$ cat src/rtl/dtt_pkg.sv
`timescale 1ns/1ps
package dtt_pkg;

    localparam int REG_W    = 32;
    localparam int PRE_W    = 8;
    localparam int EN_BIT   = 30;
    localparam int IE_BIT   = 29;
    localparam int MODE_LSB = 27;

    typedef enum logic [1:0] {
        MODE_ONCE   = 2'b00,
        MODE_REPEAT = 2'b01,
        MODE_RSV_A  = 2'b10,
        MODE_RSV_B  = 2'b11
    } run_mode_e;

    typedef struct packed {
        logic             en;
        logic             ie;
        run_mode_e        mode;
        logic [PRE_W-1:0] pre;
    } chan_cfg_t;

    function automatic chan_cfg_t unpack_ctrl(input logic [REG_W-1:0] w);
        chan_cfg_t c;
        c.en   = w[EN_BIT];
        c.ie   = w[IE_BIT];
        c.mode = run_mode_e'(w[MODE_LSB +: 2]);
        c.pre  = w[PRE_W-1:0];
        return c;
    endfunction

    function automatic logic [REG_W-1:0] pack_ctrl(input chan_cfg_t c);
        logic [REG_W-1:0] w;
        w                = '0;
        w[EN_BIT]        = c.en;
        w[IE_BIT]        = c.ie;
        w[MODE_LSB +: 2] = c.mode;
        w[PRE_W-1:0]     = c.pre;
        return w;
    endfunction

    function automatic logic is_periodic(input run_mode_e m);
        return m == MODE_REPEAT;
    endfunction

endpackage

$ cat src/rtl/dtt_channel.sv
`timescale 1ns/1ps
module dtt_channel
    import dtt_pkg::*;
#(
    parameter int CNT_W = 24
) (
    input  logic             clk,
    input  logic             rst,
    input  logic             ctrl_we,
    input  logic             init_we,
    input  logic [REG_W-1:0] wdata,
    output chan_cfg_t        cfg_o,
    output logic [REG_W-1:0] init_o,
    output logic [CNT_W-1:0] cnt_o,
    output logic             expire_o
);

    chan_cfg_t        cfg_q;
    chan_cfg_t        wr_cfg;
    logic [REG_W-1:0] init_q;
    logic [CNT_W-1:0] cnt_q;
    logic [PRE_W-1:0] psc_q;
    logic             start;
    logic             tick;
    logic             last_step;

    assign wr_cfg    = unpack_ctrl(wdata);
    assign start     = ctrl_we && wr_cfg.en && !cfg_q.en;
    assign tick      = cfg_q.en && !ctrl_we && !init_we && (psc_q >= cfg_q.pre);
    assign last_step = cnt_q <= CNT_W'(1);
    assign expire_o  = tick && last_step;

    always_ff @(posedge clk) begin
        if (rst) begin
            cfg_q  <= '0;
            init_q <= '0;
            cnt_q  <= '0;
            psc_q  <= '0;
        end else if (ctrl_we) begin
            cfg_q <= wr_cfg;
            if (start) begin
                cnt_q <= init_q[CNT_W-1:0];
                psc_q <= '0;
            end
        end else if (init_we) begin
            init_q <= wdata;
            if (cfg_q.en) begin
                cnt_q <= wdata[CNT_W-1:0];
                psc_q <= '0;
            end
        end else if (cfg_q.en) begin
            if (tick) begin
                psc_q <= '0;
                if (last_step) begin
                    if (is_periodic(cfg_q.mode)) begin
                        cnt_q <= init_q[CNT_W-1:0];
                    end else begin
                        cnt_q    <= '0;
                        cfg_q.en <= 1'b0;
                    end
                end else begin
                    cnt_q <= cnt_q - CNT_W'(1);
                end
            end else begin
                psc_q <= psc_q + PRE_W'(1);
            end
        end
    end

    assign cfg_o  = cfg_q;
    assign init_o = init_q;
    assign cnt_o  = cnt_q;

    // between prescaler slots the counter does not move
    a_r2_gap_hold: assert property (@(posedge clk) disable iff (rst)
        (cfg_q.en && !ctrl_we && !init_we && psc_q < cfg_q.pre) |=> $stable(cnt_q));

    // periodic expiry reloads and keeps running
    a_r3_repeat_reload: assert property (@(posedge clk) disable iff (rst)
        (expire_o && is_periodic(cfg_q.mode)) |=>
            (cfg_q.en && cnt_q == $past(init_q[CNT_W-1:0])));

    // one-shot expiry halts at zero with enable cleared
    a_r4_once_halts: assert property (@(posedge clk) disable iff (rst)
        (expire_o && !is_periodic(cfg_q.mode)) |=> (!cfg_q.en && cnt_q == '0));

    // a fresh start loads the initial count and restarts the prescaler
    a_r5_start_load: assert property (@(posedge clk) disable iff (rst)
        start |=> (cnt_q == $past(init_q[CNT_W-1:0]) && psc_q == '0));

    // a stopped channel holds its count
    a_r6_idle_hold: assert property (@(posedge clk) disable iff (rst)
        (!cfg_q.en && !ctrl_we) |=> $stable(cnt_q));

endmodule

$ cat src/rtl/dtt_status.sv
`timescale 1ns/1ps
module dtt_status #(
    parameter int NUM_CH = 2
) (
    input  logic              clk,
    input  logic              rst,
    input  logic              clr_we,
    input  logic [NUM_CH-1:0] clr_bits,
    input  logic [NUM_CH-1:0] expire,
    input  logic [NUM_CH-1:0] ie,
    output logic [NUM_CH-1:0] flags_o,
    output logic [NUM_CH-1:0] irq_o
);

    logic [NUM_CH-1:0] flags_q;
    logic [NUM_CH-1:0] clr_mask;

    assign clr_mask = clr_we ? clr_bits : '0;

    always_ff @(posedge clk) begin
        if (rst) begin
            flags_q <= '0;
        end else begin
            flags_q <= (flags_q & ~clr_mask) | expire;
        end
    end

    assign flags_o = flags_q;
    assign irq_o   = flags_q & ie;

    // no interrupt line without its flag
    a_r7_irq_gate: assert property (@(posedge clk) disable iff (rst)
        (irq_o & ~flags_q) == '0);

    // expiry always lands, even against a clear
    a_r8_set_wins: assert property (@(posedge clk) disable iff (rst)
        (expire != '0) |=> (($past(expire) & ~flags_q) == '0));

    // flags only fall through a status write
    a_r8_no_spurious_clear: assert property (@(posedge clk) disable iff (rst)
        !clr_we |=> (($past(flags_q) & ~flags_q) == '0));

endmodule

$ cat src/rtl/dual_tick_timer.sv
`timescale 1ns/1ps
module dual_tick_timer
    import dtt_pkg::*;
#(
    parameter int NUM_CH = 2,
    parameter int CNT_W  = 24,
    parameter int ADDR_W = 4
) (
    input  logic              clk,
    input  logic              rst,
    input  logic [ADDR_W-1:0] bus_addr,
    input  logic              bus_we,
    input  logic [REG_W-1:0]  bus_wdata,
    output logic [REG_W-1:0]  bus_rdata,
    output logic [NUM_CH-1:0] irq
);

    localparam int BLK_W    = ADDR_W - 2;
    localparam int STAT_IDX = NUM_CH;
    localparam logic [1:0] OFF_CTRL = 2'd0;
    localparam logic [1:0] OFF_INIT = 2'd1;
    localparam logic [1:0] OFF_CNT  = 2'd2;

    logic [BLK_W-1:0] blk;
    logic [1:0]       off;

    chan_cfg_t         cfg_a  [NUM_CH];
    logic [REG_W-1:0]  init_a [NUM_CH];
    logic [CNT_W-1:0]  cnt_a  [NUM_CH];
    logic [NUM_CH-1:0] expire_v;
    logic [NUM_CH-1:0] ie_v;
    logic [NUM_CH-1:0] flags;
    logic              stat_we;

    assign blk = bus_addr[ADDR_W-1:2];
    assign off = bus_addr[1:0];

    for (genvar i = 0; i < NUM_CH; i++) begin : g_ch
        logic ctrl_we_i;
        logic init_we_i;

        assign ctrl_we_i = bus_we && blk == BLK_W'(i) && off == OFF_CTRL;
        assign init_we_i = bus_we && blk == BLK_W'(i) && off == OFF_INIT;

        dtt_channel #(.CNT_W(CNT_W)) chan_i (
            .clk      (clk),
            .rst      (rst),
            .ctrl_we  (ctrl_we_i),
            .init_we  (init_we_i),
            .wdata    (bus_wdata),
            .cfg_o    (cfg_a[i]),
            .init_o   (init_a[i]),
            .cnt_o    (cnt_a[i]),
            .expire_o (expire_v[i])
        );

        assign ie_v[i] = cfg_a[i].ie;
    end

    assign stat_we = bus_we && blk == BLK_W'(STAT_IDX) && off == OFF_CTRL;

    dtt_status #(.NUM_CH(NUM_CH)) status_i (
        .clk      (clk),
        .rst      (rst),
        .clr_we   (stat_we),
        .clr_bits (bus_wdata[NUM_CH-1:0]),
        .expire   (expire_v),
        .ie       (ie_v),
        .flags_o  (flags),
        .irq_o    (irq)
    );

    always_comb begin
        bus_rdata = '0;
        for (int i = 0; i < NUM_CH; i++) begin
            if (blk == BLK_W'(i)) begin
                case (off)
                    OFF_CTRL: bus_rdata = pack_ctrl(cfg_a[i]);
                    OFF_INIT: bus_rdata = init_a[i];
                    OFF_CNT:  bus_rdata = REG_W'(cnt_a[i]);
                    default:  bus_rdata = '0;
                endcase
            end
        end
        if (blk == BLK_W'(STAT_IDX) && off == OFF_CTRL) begin
            bus_rdata = REG_W'(flags);
        end
    end

endmodule

$ cat config.mk
export PLATFORM = sky130hd
export DESIGN_NAME = dual_tick_timer
export DESIGN_NICKNAME = d
export VERILOG_FILES = /design/src/rtl/dtt_pkg.sv /design/src/rtl/dtt_channel.sv /design/src/rtl/dtt_status.sv /design/src/rtl/dual_tick_timer.sv
export SDC_FILE = /design/constraint.sdc
export NUM_CORES = 1
export LEC_CHECK = 0
export ABC_CLOCK_PERIOD_IN_PS = 2500
export BUFFER_PORTS_ARGS = -buffer_cell sky130_fd_sc_hd__buf_2
export CELL_PAD_IN_SITES_DETAIL_PLACEMENT = 2
export CELL_PAD_IN_SITES_GLOBAL_PLACEMENT = 2
export CORE_UTILIZATION = 32
export DETAILED_ROUTE_END_ITERATION = 10
export PLACE_DENSITY = 0.81
export RECOVER_POWER = 100
export SYNTH_ARGS = -nofsm -noshare
export SYNTH_HDL_FRONTEND = slang
export SYNTH_SLANG_ARGS = --single-unit
$ cat constraint.sdc
create_clock -name clk -period 2.5 [get_ports clk]
set_clock_uncertainty 0.2 [all_clocks]
set_input_delay 0.25 -clock clk [delete_from_list [all_inputs] [get_ports clk]]
set_output_delay 0.25 -clock clk [all_outputs]
set_load 0.01 [all_outputs]
; Word-level counts from Yosys, hierarchy flattened
; Cells that the tools add are included.
[op_classes]
addsub = 4
n_lt_le_gt_ge = 4
n_eq_ne = 10
n_mux = 46
n_bitwise = 6
n_reduce_logical = 39
[op_table]
columns = op, n
row1 = 24-bit two-way mux, 16
row2 = 32-bit case mux with 3 select lines, 2
row3 = 32-bit two-way mux, 3
row4 = 8-bit two-way mux, 12
row5 = 24-bit by 1-bit less-or-equal comparator with 1-bit output (second input constant), 2
row6 = 24-bit by 1-bit subtractor with 24-bit output (second input constant), 2
row7 = 1-bit logical AND, 21
row8 = 8-bit by 1-bit adder with 8-bit output (second input constant), 2
row9 = 8-bit >= comparator, 2
row10 = 1-bit two-way mux, 12
row11 = 2-bit by 1-bit == test with 1-bit output (second input constant), 4
row12 = 2-bit AND reduction, 4
row13 = 1-bit logical NOT, 6
row14 = 3-bit AND reduction, 2
row15 = 3-bit nonzero test, 2
row16 = 2-bit bitwise AND, 2
row17 = 2-bit == test (second input constant), 2
row18 = 2-bit logical NOT, 2
row19 = 2-bit by 1-bit != test with 1-bit output (second input constant), 2
row20 = 2-bit != test (second input constant), 2
row21 = 2-bit nonzero test, 2
row22 = 2-bit two-way mux, 1
row23 = 1-bit NOT, 2
row24 = 2-bit NOT, 1
row25 = 2-bit bitwise OR, 1
[word_totals]
register_bits = 154
input_bits = 39
out_inout_bits = 34

; Longest topological paths before layout
; Gate-level depths: netlist of the first run.
[depth]
ltp_word = 11
depth_mapped = 10
depth_no_buf = 8

; Cells and area by module
; Synthesis of the first run repeated with hierarchy kept, for this count alone.
[hier_totals]
hier_cells = 1225
hier_area_um2 = 9477.8
[modules_own_cells]
columns = module, instances, cells_per_inst, area_per_inst_um2
row1 = dtt_channel at g_ch[1].chan_i, 1, 524, 4080.2
row2 = dtt_channel at g_ch[0].chan_i, 1, 519, 4067.7
row3 = dual_tick_timer, 1, 172, 1244.9
row4 = dtt_status, 1, 10, 85.1

; Worst setup path before layout of the first run
; Ideal clock, no wire load.
[synth_path]
kind = register to register
start = register g_ch[0].chan_i.cnt_q[17]
end = register g_ch[0].chan_i.cnt_q[5]
setup_time_ns = 0.117
arrival_time_ns = 2.137
required_ns = 2.183
path_slack_ns = 0.047
stages_incl_launch_ff = 9
path_cell_list = dfxtp_1 -> buf_6 -> or4_4 -> nor4_4 -> and2_1 -> buf_6 -> a21oi_2 -> a311o_1 -> a22o_1
[synth_between]
elab_chain_cells = 6
[synth_lines]
columns = element, line_no
row1 = from (decl), dtt_channel.sv:21  ; logic [CNT_W-1:0] cnt_q;
row2 = from (signal assigned), dtt_channel.sv:42  ; cnt_q <= init_q[CNT_W-1:0];
row3 = from (signal assigned), dtt_channel.sv:48  ; cnt_q <= wdata[CNT_W-1:0];
row4 = from (signal assigned), dtt_channel.sv:56  ; cnt_q <= init_q[CNT_W-1:0];
row5 = 24-bit by 1-bit less-or-equal comparator with 1-bit output, dtt_channel.sv:30  ; assign last_step = cnt_q <= CNT_W'(1);
row6 = 24-bit two-way mux, dtt_channel.sv:54  ; if (last_step) begin
row7 = 24-bit two-way mux, dtt_channel.sv:52  ; if (tick) begin
row8 = 24-bit two-way mux, dtt_channel.sv:51  ; end else if (cfg_q.en) begin
row9 = 24-bit two-way mux, dtt_channel.sv:45  ; end else if (init_we) begin
row10 = 24-bit two-way mux, dtt_channel.sv:39  ; end else if (ctrl_we) begin
; No other way between the ends. The select of a mux whose other input is x is not followed.
; A chain may end at the register's enable or synchronous reset.

; Worst setup path after layout of the first run
[layout_path]
start = register g_ch[0].chan_i.cnt_q[2]
end = register g_ch[0].chan_i.cnt_q[10]
[layout_between]
elab_chain_cells = 6
elab_cells_between_ends = 7
cone_classes = add/sub: 1 / order compare: 1 / mux: 5
[layout_lines]
columns = element, line_no
row1 = 24-bit by 1-bit subtractor with 24-bit output or 24-bit by 1-bit less-or-equal comparator with 1-bit output (tied branches), "dtt_channel.sv:62, dtt_channel.sv:30"
row2 = 24-bit two-way mux *, dtt_channel.sv:54
row3 = 24-bit two-way mux *, dtt_channel.sv:52
row4 = 24-bit two-way mux *, dtt_channel.sv:51
row5 = 24-bit two-way mux *, dtt_channel.sv:45
row6 = 24-bit two-way mux *, dtt_channel.sv:39
; Mark *: on every way between the ends. The rest lies on a longest branch, timed or not. The select of a mux whose other input is x is not followed.

==> flow_summary.yaml, run 1 <==
pwr:
  p_leak_uw: 0.00488
  power_uw: 6120
  powerDensity_mw_per_mm2: 489
  peakVddDrop_mv: 0.529
global_routing:
  antenna_found_initial: 4
  grt_max_degree: 64
  grt_pass1_vias: 13100
  grt_pass1_wl_mm: 86.2
  grt.total_usage_pct: 38.0
  gr-total-overflow: 0
die:
  start_util_pct: 32.5
  dieHeight_um: 173
  fp.dieW_um: 173
  dieArea_mm2: 0.0299
  ios: 73
  core_mm2: 0.0288
  rows: 62
flow_run:
  drv_cap: 0
placed_design:
  place_inst: 1766
  dpl.hpwl_mm: 33.7
  dpl-instance-area_mm2: 0.0111
  place_ws_ns: -0.196
  gp_congestion: 0.933
  portBuffers: 72
sta:
  drv_slew: 0
  rsz0062_at_grt: "true"
  hold_viol: 0
  fmax_mhz: 362
  finalSetupViolations: 84
  setup_slack_ns: -0.265
  timing.final.crit_share_pct: 111
  worst_pin_slew_ns: 0.966
  slew_headroom_pct: 35.6
  finalCriticalPeriod_ns: 2.77
  hold_slack_ns: 0.0565
synth:
  ys.warnings.count: 0
  syn_avg_cell_area_um2: 7.51
  synth_mux_area_share_pct: 5.43
  syn_inst: 1246
  synthDistinctLibCells: 76
  synth-seq-cells: 154
  synth_nets: 1307
  synthSimpleGateAreaFrac_pct: 24.8
  syn_area_mm2: 0.00936
  async_flop_share_pct: 0
  synth-xor-area-share_pct: 3.37
  synth_fa_ha_area_share_pct: 2.94
  synthFlopType: "dfxtp_1"
  synth_compound_area_share_pct: 25.1
  synth-edff-count: 0
  seq_area_frac_synth_pct: 32.9
  synth_top_family_by_area: "compound AO/OA/AOI/OAI gates"
setup_path:
  arrival_ns: 2.96
  critPathCaptureType: "flop"
  required_ns: 2.70
  crit_path_start_kind: "flop"
  criticalPathCategory: "flop to flop"
  crit_fanout: 4
detailed_routing:
  first_iter_violations: 1560
  drc: 0
  routedWlPerCell_um: 34.0
  route.vias.total: 12500
  routed_wl_mm: 62.9
  drt_pass1_iterations: 7
  ant_nets: 0
  via_per_inst: 6.75
clock_tree:
  cts.path.max_buffers: 2
  clk_latency_ns: 0.47
  cts_tree: "done"
  cts_buffers: 17
  htreeDepth: 4
  cts_sinks: 154
  clockRootBuffer: "clkbuf_16"
  cts.clk_slew.worst_paths_ns: 0.08
status:
  violations: "setup timing"
  status: "finished, violations left"
worst_hold_path:
  hold_path_class: "primary input to flop"
cells_and_area:
  final_cell_mix: "244 x nand2_1, 144 x buf_4, 142 x dfxtp_1"
  final_cells: 1852
  drive_above_1_share_pct: 24.5
  area_delta_synth_final_pct: 33.6
  fin_area_mm2: 0.0125
  final_common_cell: "nand2_1"
  final_nets: 1513
[power by group]
| group | switching [uW] | internal (uW) | total, uW |
|---|---|---|---|
| Combinational | 540 | 277 | 817 |
| Sequential | 27.2 | 2470 | 2500 |
| Clock | 1390 | 1420 | 2800 |
[synth_stat cells (8+ instances only)]
library cell | instances | share of area, %
dfxtp_1 | 154 | 33
and3_1 | 10 | 0.67
a22oi_1 | 29 | 2.3
nor2_1 | 91 | 3.6
a211oi_1 | 30 | 2.4
inv_1 | 26 | 1.0
ha_1 | 22 | 2.9
mux2i_1 | 44 | 4.7
nand4_1 | 16 | 1.1
xnor2_1 | 14 | 1.3
nor3_1 | 27 | 1.4
nand2_1 | 247 | 9.9
nand3_1 | 20 | 1.1
or3_1 | 18 | 1.2
nor4_1 | 12 | 0.80
or2_2 | 8 | 0.53
a21oi_1 | 141 | 7.5
xor2_1 | 22 | 2.1
clkbuf_1 | 68 | 2.7
a221o_1 | 13 | 1.4
buf_2 | 18 | 0.96
o21ai_0 | 54 | 2.9
o22ai_1 | 15 | 1.0
[registers in the layout (all words and copies together), names as in the netlist]
name,cells
g_ch.chan_i.init_o,64
g_ch.chan_i.cnt_o,48
g_ch.chan_i.cfg_o,24
g_ch.chan_i.psc_q,16
status_i.flags_o,2
[kinds of logic after synthesis]
kind of cell / after synthesis
xor gates and xnor gates: 36
muxes: 49
buffers and inverters: 120
DFF: 154
AOI/OAI and AO/OA: 366
adders and majority gates: 22
and+or+nand+nor: 499
[worst max-delay path: stages (launching register included)]
cell,delay (ns)
dfxtp_2,0.34
or4_4,0.57
nor4_4,0.36
nand2_1,0.19
buf_4,0.20
mux2i_1,0.43
a21oi_1,0.23
o2bb2ai_1,0.17
[stage by stage]
stage                     setup TNS [ns]  utilization (%)
after floorplan                        0                -
after global placement            -0.493             38.6
after detailed placement           -3.89             38.6
after CTS                       -0.00774             42.3
after global routing               -6.93             43.5
final                              -5.24             43.5
[final timing paths]
kind / slack (ns) / cells after the start / start / end
max reg2reg: -0.27 / 7 / g_ch[0].chan_i.cnt_o[2] / g_ch[0].chan_i.cnt_o[10]
max: -0.27 / 7 / g_ch[0].chan_i.cnt_o[2] / g_ch[0].chan_i.cnt_o[10]
min: 0.06 / 4 / bus_wdata[30] / g_ch[0].chan_i.cfg_o[11]
min reg2reg: 0.28 / 2 / g_ch[1].chan_i.cfg_o[5] / g_ch[1].chan_i.cfg_o[5]
[timing repair]
action,CTS,global route
endpoints found under the setup margin,63,63
cloned,0,1
buffers inserted,7,11
hold buffers,32,0
hold endpoints to repair,79,0
pin swaps,4,32
resized for setup,30,89
[area by class of cell]
type	instances	area (um^2)
inverters	26	97.6
clock buffers	17	425
clock inverters	15	153
multi-input cells	972	6140
well taps	384	480
diodes	3	7.51
flip-flops and latches	154	3100
repair buffers	281	2100
fillers	3230	16300
[layer usage]
| layer | track usage [%] | share of wire, % |
|---|---|---|
| met1 | 43.4 | 36 |
| met2 | 63.7 | 47 |
| met3 | 8.14 | 8.5 |
| met4 | 26.0 | 7.8 |
| met5 | 0 | 0 |
No activity file was read; power rests on OpenSTA's default activity.
==> inputs of run 2 (changes only) <==
--- a/config.mk
+++ b/config.mk
@@ -16,3 +16,4 @@
 export SYNTH_ARGS = -nofsm -noshare
 export SYNTH_HDL_FRONTEND = slang
 export SYNTH_SLANG_ARGS = --single-unit
+export TNS_END_PERCENT = 5
==> run 2 against run 1 <==
  * The flow still finishes with violations (setup timing)
  * Sequential power about the same
  * Wire length increased by 3.4%
  * Via count up 2.1%
  * Design area rose by 1.0%
  * Count of clock-buffer cells in the layout unchanged
  * Sequential share of layout area down 0.27 points
  * Non-clock buffer count grew 11
  * Cell count increased by 0.54%
  * Die area did not move
  * Fmax fell by 4.6%
  * Global-route usage increased by 0.98 points
  * Largest cell class unchanged
  * Highest routed layer is now met5
==> flow_summary.yaml, run 2 (synthesized netlist as in run 1, its figures left out) <==
die:
  rows: 62
  core_mm2: 0.0288
  dieHeight_um: 173
  ios: 73
  fp.dieW_um: 173
  dieArea_mm2: 0.0299
  start_util_pct: 32.5
setup_path:
  cp_common_cell: "nand2_1"
  path_cells: "clkbuf_2 > nor4b_2 > clkbuf_1 > buf_4 > nand2_1 > buf_2 > nand2_1 > a21oi_2"
  required_ns: 2.61
  criticalPathCategory: "primary input to flop"
  max_stage_delay_ns: 0.66
  critPathCaptureType: "flop"
  arrival_ns: 3.01
  r2r_slack_ns: -0.29
  critPathSlowestCell: "nor4b_2"
  rr_worst_depth: 7
  r2r-end: "g_ch[1].chan_i.cnt_o[3]"
  crit_fanout: 31
  crit_path_start_kind: "primary input"
  reg2reg_from: "g_ch[1].chan_i.cfg_o[11]"
worst_hold_path:
  hold_depth: 4
  hp-start: "bus_wdata[30]"
  whs_endpoint: "g_ch[0].chan_i.cfg_o[11]"
  hold_path_class: "primary input to flop"
clock_tree:
  clockRootBuffer: "clkbuf_16"
  cts_tree: "done"
  htreeDepth: 4
  cts_buffers: 17
  cts.clk_slew.worst_paths_ns: 0.07
  clk_latency_ns: 0.48
  cts.path.max_buffers: 2
  cts_sinks: 154
cells_and_area:
  final_nets: 1524
  largest_register_ffs: 64
  final_cells: 1862
  multi_input_area_mm2: 0.00613
  final_common_cell: "nand2_1"
  drive_above_1_share_pct: 26.2
  area_delta_synth_final_pct: 35.0
  register_area_mm2: 0.00310
  final_cell_mix: "245 x nand2_1, 161 x buf_4, 143 x dfxtp_1"
  final_core_util_pct: 43.9
  fillers: 3206
sta:
  drv_slew: 0
  slew_headroom_pct: 44.7
  hold_viol: 0
  setup_slack_ns: -0.398
  timing.final.crit_share_pct: 116
  hold_slack_ns: 0.143
  finalSetupViolations: 69
  worst_pin_slew_ns: 0.830
  rsz0062_at_grt: "true"
  fmax_mhz: 345
  finalCriticalPeriod_ns: 2.90
placed_design:
  place_inst: 1766
  dpl.hpwl_mm: 33.7
  portBuffers: 72
  gp_congestion: 0.933
  place_ws_ns: -0.196
pwr:
  powerDensity_mw_per_mm2: 491
  pwr-share-comb_pct: 13.8
  power_uw: 6200
  pwr-share-seq_pct: 40.3
  p_int_uw: 4190
  p_leak_uw: 0.00503
  peakVddDrop_mv: 0.592
  clockPowerShare_pct: 46.0
  netSwitchingFraction_pct: 32.5
  p_sw_uw: 2020
status:
  status: "finished, violations left"
  violations: "setup timing"
detailed_routing:
  drt_pass1_iterations: 5
  first_iter_violations: 1676
  ant_nets: 0
  routedWlPerCell_um: 34.9
  route.vias.total: 12800
  routed_wl_mm: 65.1
  drc: 0
  via_per_inst: 6.85
global_routing:
  grt_pass1_wl_mm: 88.0
  grt_pass1_vias: 13200
  grt_max_degree: 64
  gr-total-overflow: 0
  grt.total_usage_pct: 39.0
  antenna_found_initial: 4
flow_run:
  drv_cap: 0
## run 2: cell count changes in the layout (fill, tap and decap cells not counted), sizes merged
cell    before  now
clkbuf      53   31
buf        213  246
diode        3    2
## run 2: power groups by stage
stage	Sequential, uW	Clock, uW	Combinational (uW)
2_1_floorplan	2540	0	318
4_1_cts	2490	2740	708
3_5_place_dp	2550	0	635
3_3_place_gp	2550	0	613
5_1_grt	2500	2890	856
6_report	2500	2850	853
## run 2: critical path, delay by kind of cell
kind | cells | cell delay (ns)
compound gates | 1 | 0.22
simple gates | 3 | 1.23
buf+inv | 4 | 1.29
## run 2: how the worst max path moves through the flow
| stage | start | to | cells past startpoint |
|---|---|---|---|
| final | bus_addr[2] | g_ch[0].chan_i.init_o[10] | 8 |
| after floorplan | g_ch[0].chan_i.cnt_o[17] | g_ch[0].chan_i.cnt_o[5] | 8 |
| after CTS | g_ch[0].chan_i.cnt_o[2] | g_ch[0].chan_i.cnt_o[14] | 8 |
| after detailed placement | g_ch[0].chan_i.cfg_o[2] | g_ch[0].chan_i.cnt_o[22] | 10 |
| after global routing | g_ch[1].chan_i.cfg_o[5] | g_ch[1].chan_i.cnt_o[4] | 9 |
| after global placement | g_ch[1].chan_i.cfg_o[2] | g_ch[1].chan_i.psc_q[0] | 10 |
## run 2: final cells by class
type / instances / share of cell area [%]
Multi-Input combinational cell: 972 / 48.5
Clock buffer: 17 / 3.37
Tap cell: 384 / 3.80
Sequential cell: 154 / 24.5
Clock inverter: 15 / 1.21
Antenna cell: 2 / 0.0396
Timing Repair Buffer: 292 / 17.8
Inverter: 26 / 0.772
## run 2: per-stage QoR
step,instance area [um^2],setup TNS [ns]
2_1_floorplan,9360,0
3_3_place_gp,11100,-0.493
3_5_place_dp,11100,-3.89
4_1_cts,12200,-0.0603
5_1_grt,12600,-5.19
6_report,12600,-5.31
## run 2: metal layers
metal	wire length [um]	vias to the layer above	global-route usage, %
li1	-	4938	-
met1	23400	6272	44.5
met4	6030	4	28.9
met3	6100	441	8.00
met5	17	-	0
met2	29500	1107	64.4
## run 2: repair_timing
item                                    4_1_cts  5_1_grt
hold endpoints to repair                     80        0
gates cloned                                  0        3
setup buffers                                 7       20
pin swaps                                     3       31
endpoints found under the setup margin       63       69
hold buffers                                 32        0
resized for setup                            26       81
==> inputs of run 3 (changes only) <==
--- a/config.mk
+++ b/config.mk
@@ -9,11 +9,13 @@
 export BUFFER_PORTS_ARGS = -buffer_cell sky130_fd_sc_hd__buf_2
 export CELL_PAD_IN_SITES_DETAIL_PLACEMENT = 2
 export CELL_PAD_IN_SITES_GLOBAL_PLACEMENT = 2
-export CORE_UTILIZATION = 32
+export CORE_MARGIN = 5
+export CORE_UTILIZATION = 33
 export DETAILED_ROUTE_END_ITERATION = 10
-export PLACE_DENSITY = 0.81
+export PLACE_DENSITY = 0.83
 export RECOVER_POWER = 100
 export SYNTH_ARGS = -nofsm -noshare
 export SYNTH_HDL_FRONTEND = slang
+export SYNTH_HIERARCHICAL = 1
 export SYNTH_SLANG_ARGS = --single-unit
 export TNS_END_PERCENT = 5
==> run 3 against run 2 <==
  * The flow still finishes with violations (setup timing)
  * Via count up 1.8%
  * Die area up 7.6%
  * Synthesized area up 1.2%
  * Utilization is 1.4 points higher
  * Sequential power grew 4%
  * Global-route usage is 2.7 points lower
  * Sequential share of layout area shrank 0.57 points
  * Design area is 2.4% higher
  * Flip-flop and latch count unchanged
  * Largest power group unchanged
==> flow_summary.yaml, run 3 <==
status:
  status: "finished, violations left"
  violations: "setup timing"
detailed_routing:
  routed_wl_mm: 68.0
  first_iter_violations: 1734
  routedWlPerCell_um: 37.2
  via_per_inst: 7.10
  ant_nets: 0
  drc: 0
  route.vias.total: 13000
  drt_pass1_iterations: 6
sta:
  drv_slew: 0
  finalSetupViolations: 153
  fmax_mhz: 298
  finalCriticalPeriod_ns: 3.35
  setup_slack_ns: -0.852
  worst_pin_slew_ns: 1.04
  hold_viol: 0
  slew_headroom_pct: 30.7
  rsz0062_at_grt: "true"
  timing.final.crit_share_pct: 134
  tns_ns: -30.26
  hold_slack_ns: 0.0185
synth:
  synthFlopType: "dfxtp_1"
  async_flop_share_pct: 0
  synth-edff-count: 0
  synth_area_leaders: "dfxtp_1 33%, nand2_1 6.9%, a21oi_1 6.7%"
  ys.warnings.count: 6
  synthDistinctLibCells: 72
  yosysMostFrequentCell: "nand2_1"
  syn_area_mm2: 0.00948
  synth-seq-cells: 154
  syn_inst: 1225
  syn_avg_cell_area_um2: 7.74
  synth_common_cells: "175 x nand2_1, 154 x dfxtp_1, 126 x a21oi_1, 117 x nor2_1, 58 x clkbuf_1"
  netlist.top_cell.by_area: "dfxtp_1"
  synth_nets: 1286
  seq_area_frac_synth_pct: 32.5
  synth_top_area_share_pct: 32.5
clock_tree:
  cts_tree: "done"
  cts.path.max_buffers: 2
  cts_sinks: 154
  htreeDepth: 4
  cts_buffers: 17
  cts.clk_slew.worst_paths_ns: 0.06
  clockRootBuffer: "clkbuf_16"
  clk_latency_ns: 0.48
setup_path:
  reg2reg_from: "g_ch[1].chan_i/psc_q[0]"
  criticalPathCategory: "primary input to primary output"
  crit_path_start_kind: "primary input"
  r2r-end: "g_ch[1].chan_i/cnt_o[2]"
  critPathLaunch: "bus_addr[1]"
  rr_worst_depth: 9
  crit_fanout: 32
  r2r_slack_ns: -0.37
  arrival_ns: 2.90
  critPathCaptureType: "primary output"
  required_ns: 2.05
die:
  core_mm2: 0.0285
  dieHeight_um: 179
  fp.dieW_um: 179
  start_util_pct: 33.2
  dieArea_mm2: 0.0322
  ios: 73
  rows: 62
global_routing:
  grt_max_degree: 51
  grt_pass1_wl_mm: 90.5
  gr-total-overflow: 0
  grt.total_usage_pct: 36.3
  grt_pass1_vias: 13400
  antenna_found_initial: 4
cells_and_area:
  final_nets: 1490
  fillers: 3148
  largest_register_ffs: 64
  fin_area_mm2: 0.0129
  final_common_cell: "nand2_1"
  area_delta_synth_final_pct: 36.6
  final_core_util_pct: 45.3
  drive_above_1_share_pct: 28.7
  final_cell_mix: "174 x nand2_1, 146 x buf_4, 144 x dfxtp_1"
placed_design:
  dpl-instance-area_mm2: 0.0114
  dpl.hpwl_mm: 35.4
  portBuffers: 72
  gp_congestion: 0.937
worst_hold_path:
  hold_path_class: "primary input to flop"
  hold_depth: 3
  whs_endpoint: "g_ch[1].chan_i/init_o[7]"
  hp-start: "bus_wdata[7]"
pwr:
  powerDensity_mw_per_mm2: 658
  peakVddDrop_mv: 0.447
  power_uw: 8510
  p_leak_uw: 0.00491
flow_run:
  drv_cap: 0
run 3: changes by cell type after synthesis, moves of 11 or more:
cell,before,now
a21oi_1,141,126
a221oi_1,7,24
buf_6,4,15
inv_1,26,39
nand2_1,247,175
nand2b_1,4,16
nor2_1,91,117
o21a_1,3,17
o21ai_0,54,32
o32ai_1,0,16
run 3: cells by family (layout without fill, tap and decap cells):
family                   after synthesis  after routing  synth area share, %
flip-flops                           154            154                 32.5
other                                  0              4                    0
XOR/XNOR                              26             26                 2.40
adder cells (fa/ha/maj)               22             22                 2.90
AND/OR/NAND/NOR                      442            442                 21.6
AO/OA/AOI/OAI                        390            390                 28.0
multiplexers                          52             52                 5.54
buffers and inverters                139            355                 7.00
run 3: report_power, final:
part	leakage [uW]	switching (uW)	internal, uW
registers	0.00125	83.9	2510
clock network	0.000288	1390	1640
logic	0.00337	1780	1110
total	0.00491	3250	5260
run 3: what timing repair did:
item,4_1_cts,5_1_grt
setup buffers,3,6
resized for setup,84,70
hold buffers,30,0
pin swaps,18,21
endpoints found under the setup margin,61,70
endpoints found under the hold margin,65,0
run 3: final cells by class:
type / count / area, um^2 / share of cell area (%)
antenna: 4 / 10.0 / 0.0773
clock buffer: 19 / 454 / 3.51
clock inverter: 12 / 164 / 1.27
inverter: 39 / 149 / 1.15
multi-input combinational: 932 / 6350 / 49.1
sequential: 154 / 3100 / 23.9
tap: 384 / 480 / 3.71
timing repair buffer: 285 / 2240 / 17.3
run 3: worst max-delay path: stages:
cell      delay [ns]
clkbuf_1        0.38
buf_4           0.36
nor2b_4         0.30
buf_12          0.24
a22oi_1         0.18
a211oi_2        0.75
buf_4           0.24
buf_2           0.14
run 3: layer usage:
layer | global-route usage, % | routed length [um] | vias up
met3 | 8.04 | 6850 | 545
met1 | 40.2 | 23600 | 6331
met2 | 60.5 | 30800 | 1218
met4 | 27.7 | 6770 | 2
li1 | - | - | 4899
met5 | 0 | 18 | -
run 3: worst max-delay path by stage:
| stage | to | slack [ns] | cells past startpoint |
|---|---|---|---|
| finish | bus_rdata[10] | -0.85 | 8 |
| global route | bus_rdata[10] | -0.75 | 8 |
| floorplan | g_ch[1].chan_i/cnt_o[16] | -0.07 | 10 |
| global placement | g_ch[0].chan_i/cnt_o[20] | -0.14 | 7 |
| detailed placement | status_i/flags_o[0] | -0.39 | 6 |
| CTS | g_ch[0].chan_i/cnt_o[5] | -0.21 | 7 |
run 3: per-stage QoR:
stage	instances	worst slack (ns)
2_1_floorplan	1225	-0.0709
3_3_place_gp	1755	-0.144
3_5_place_dp	1755	-0.390
4_1_cts	1819	-0.211
5_1_grt	1825	-0.751
6_report	1829	-0.852
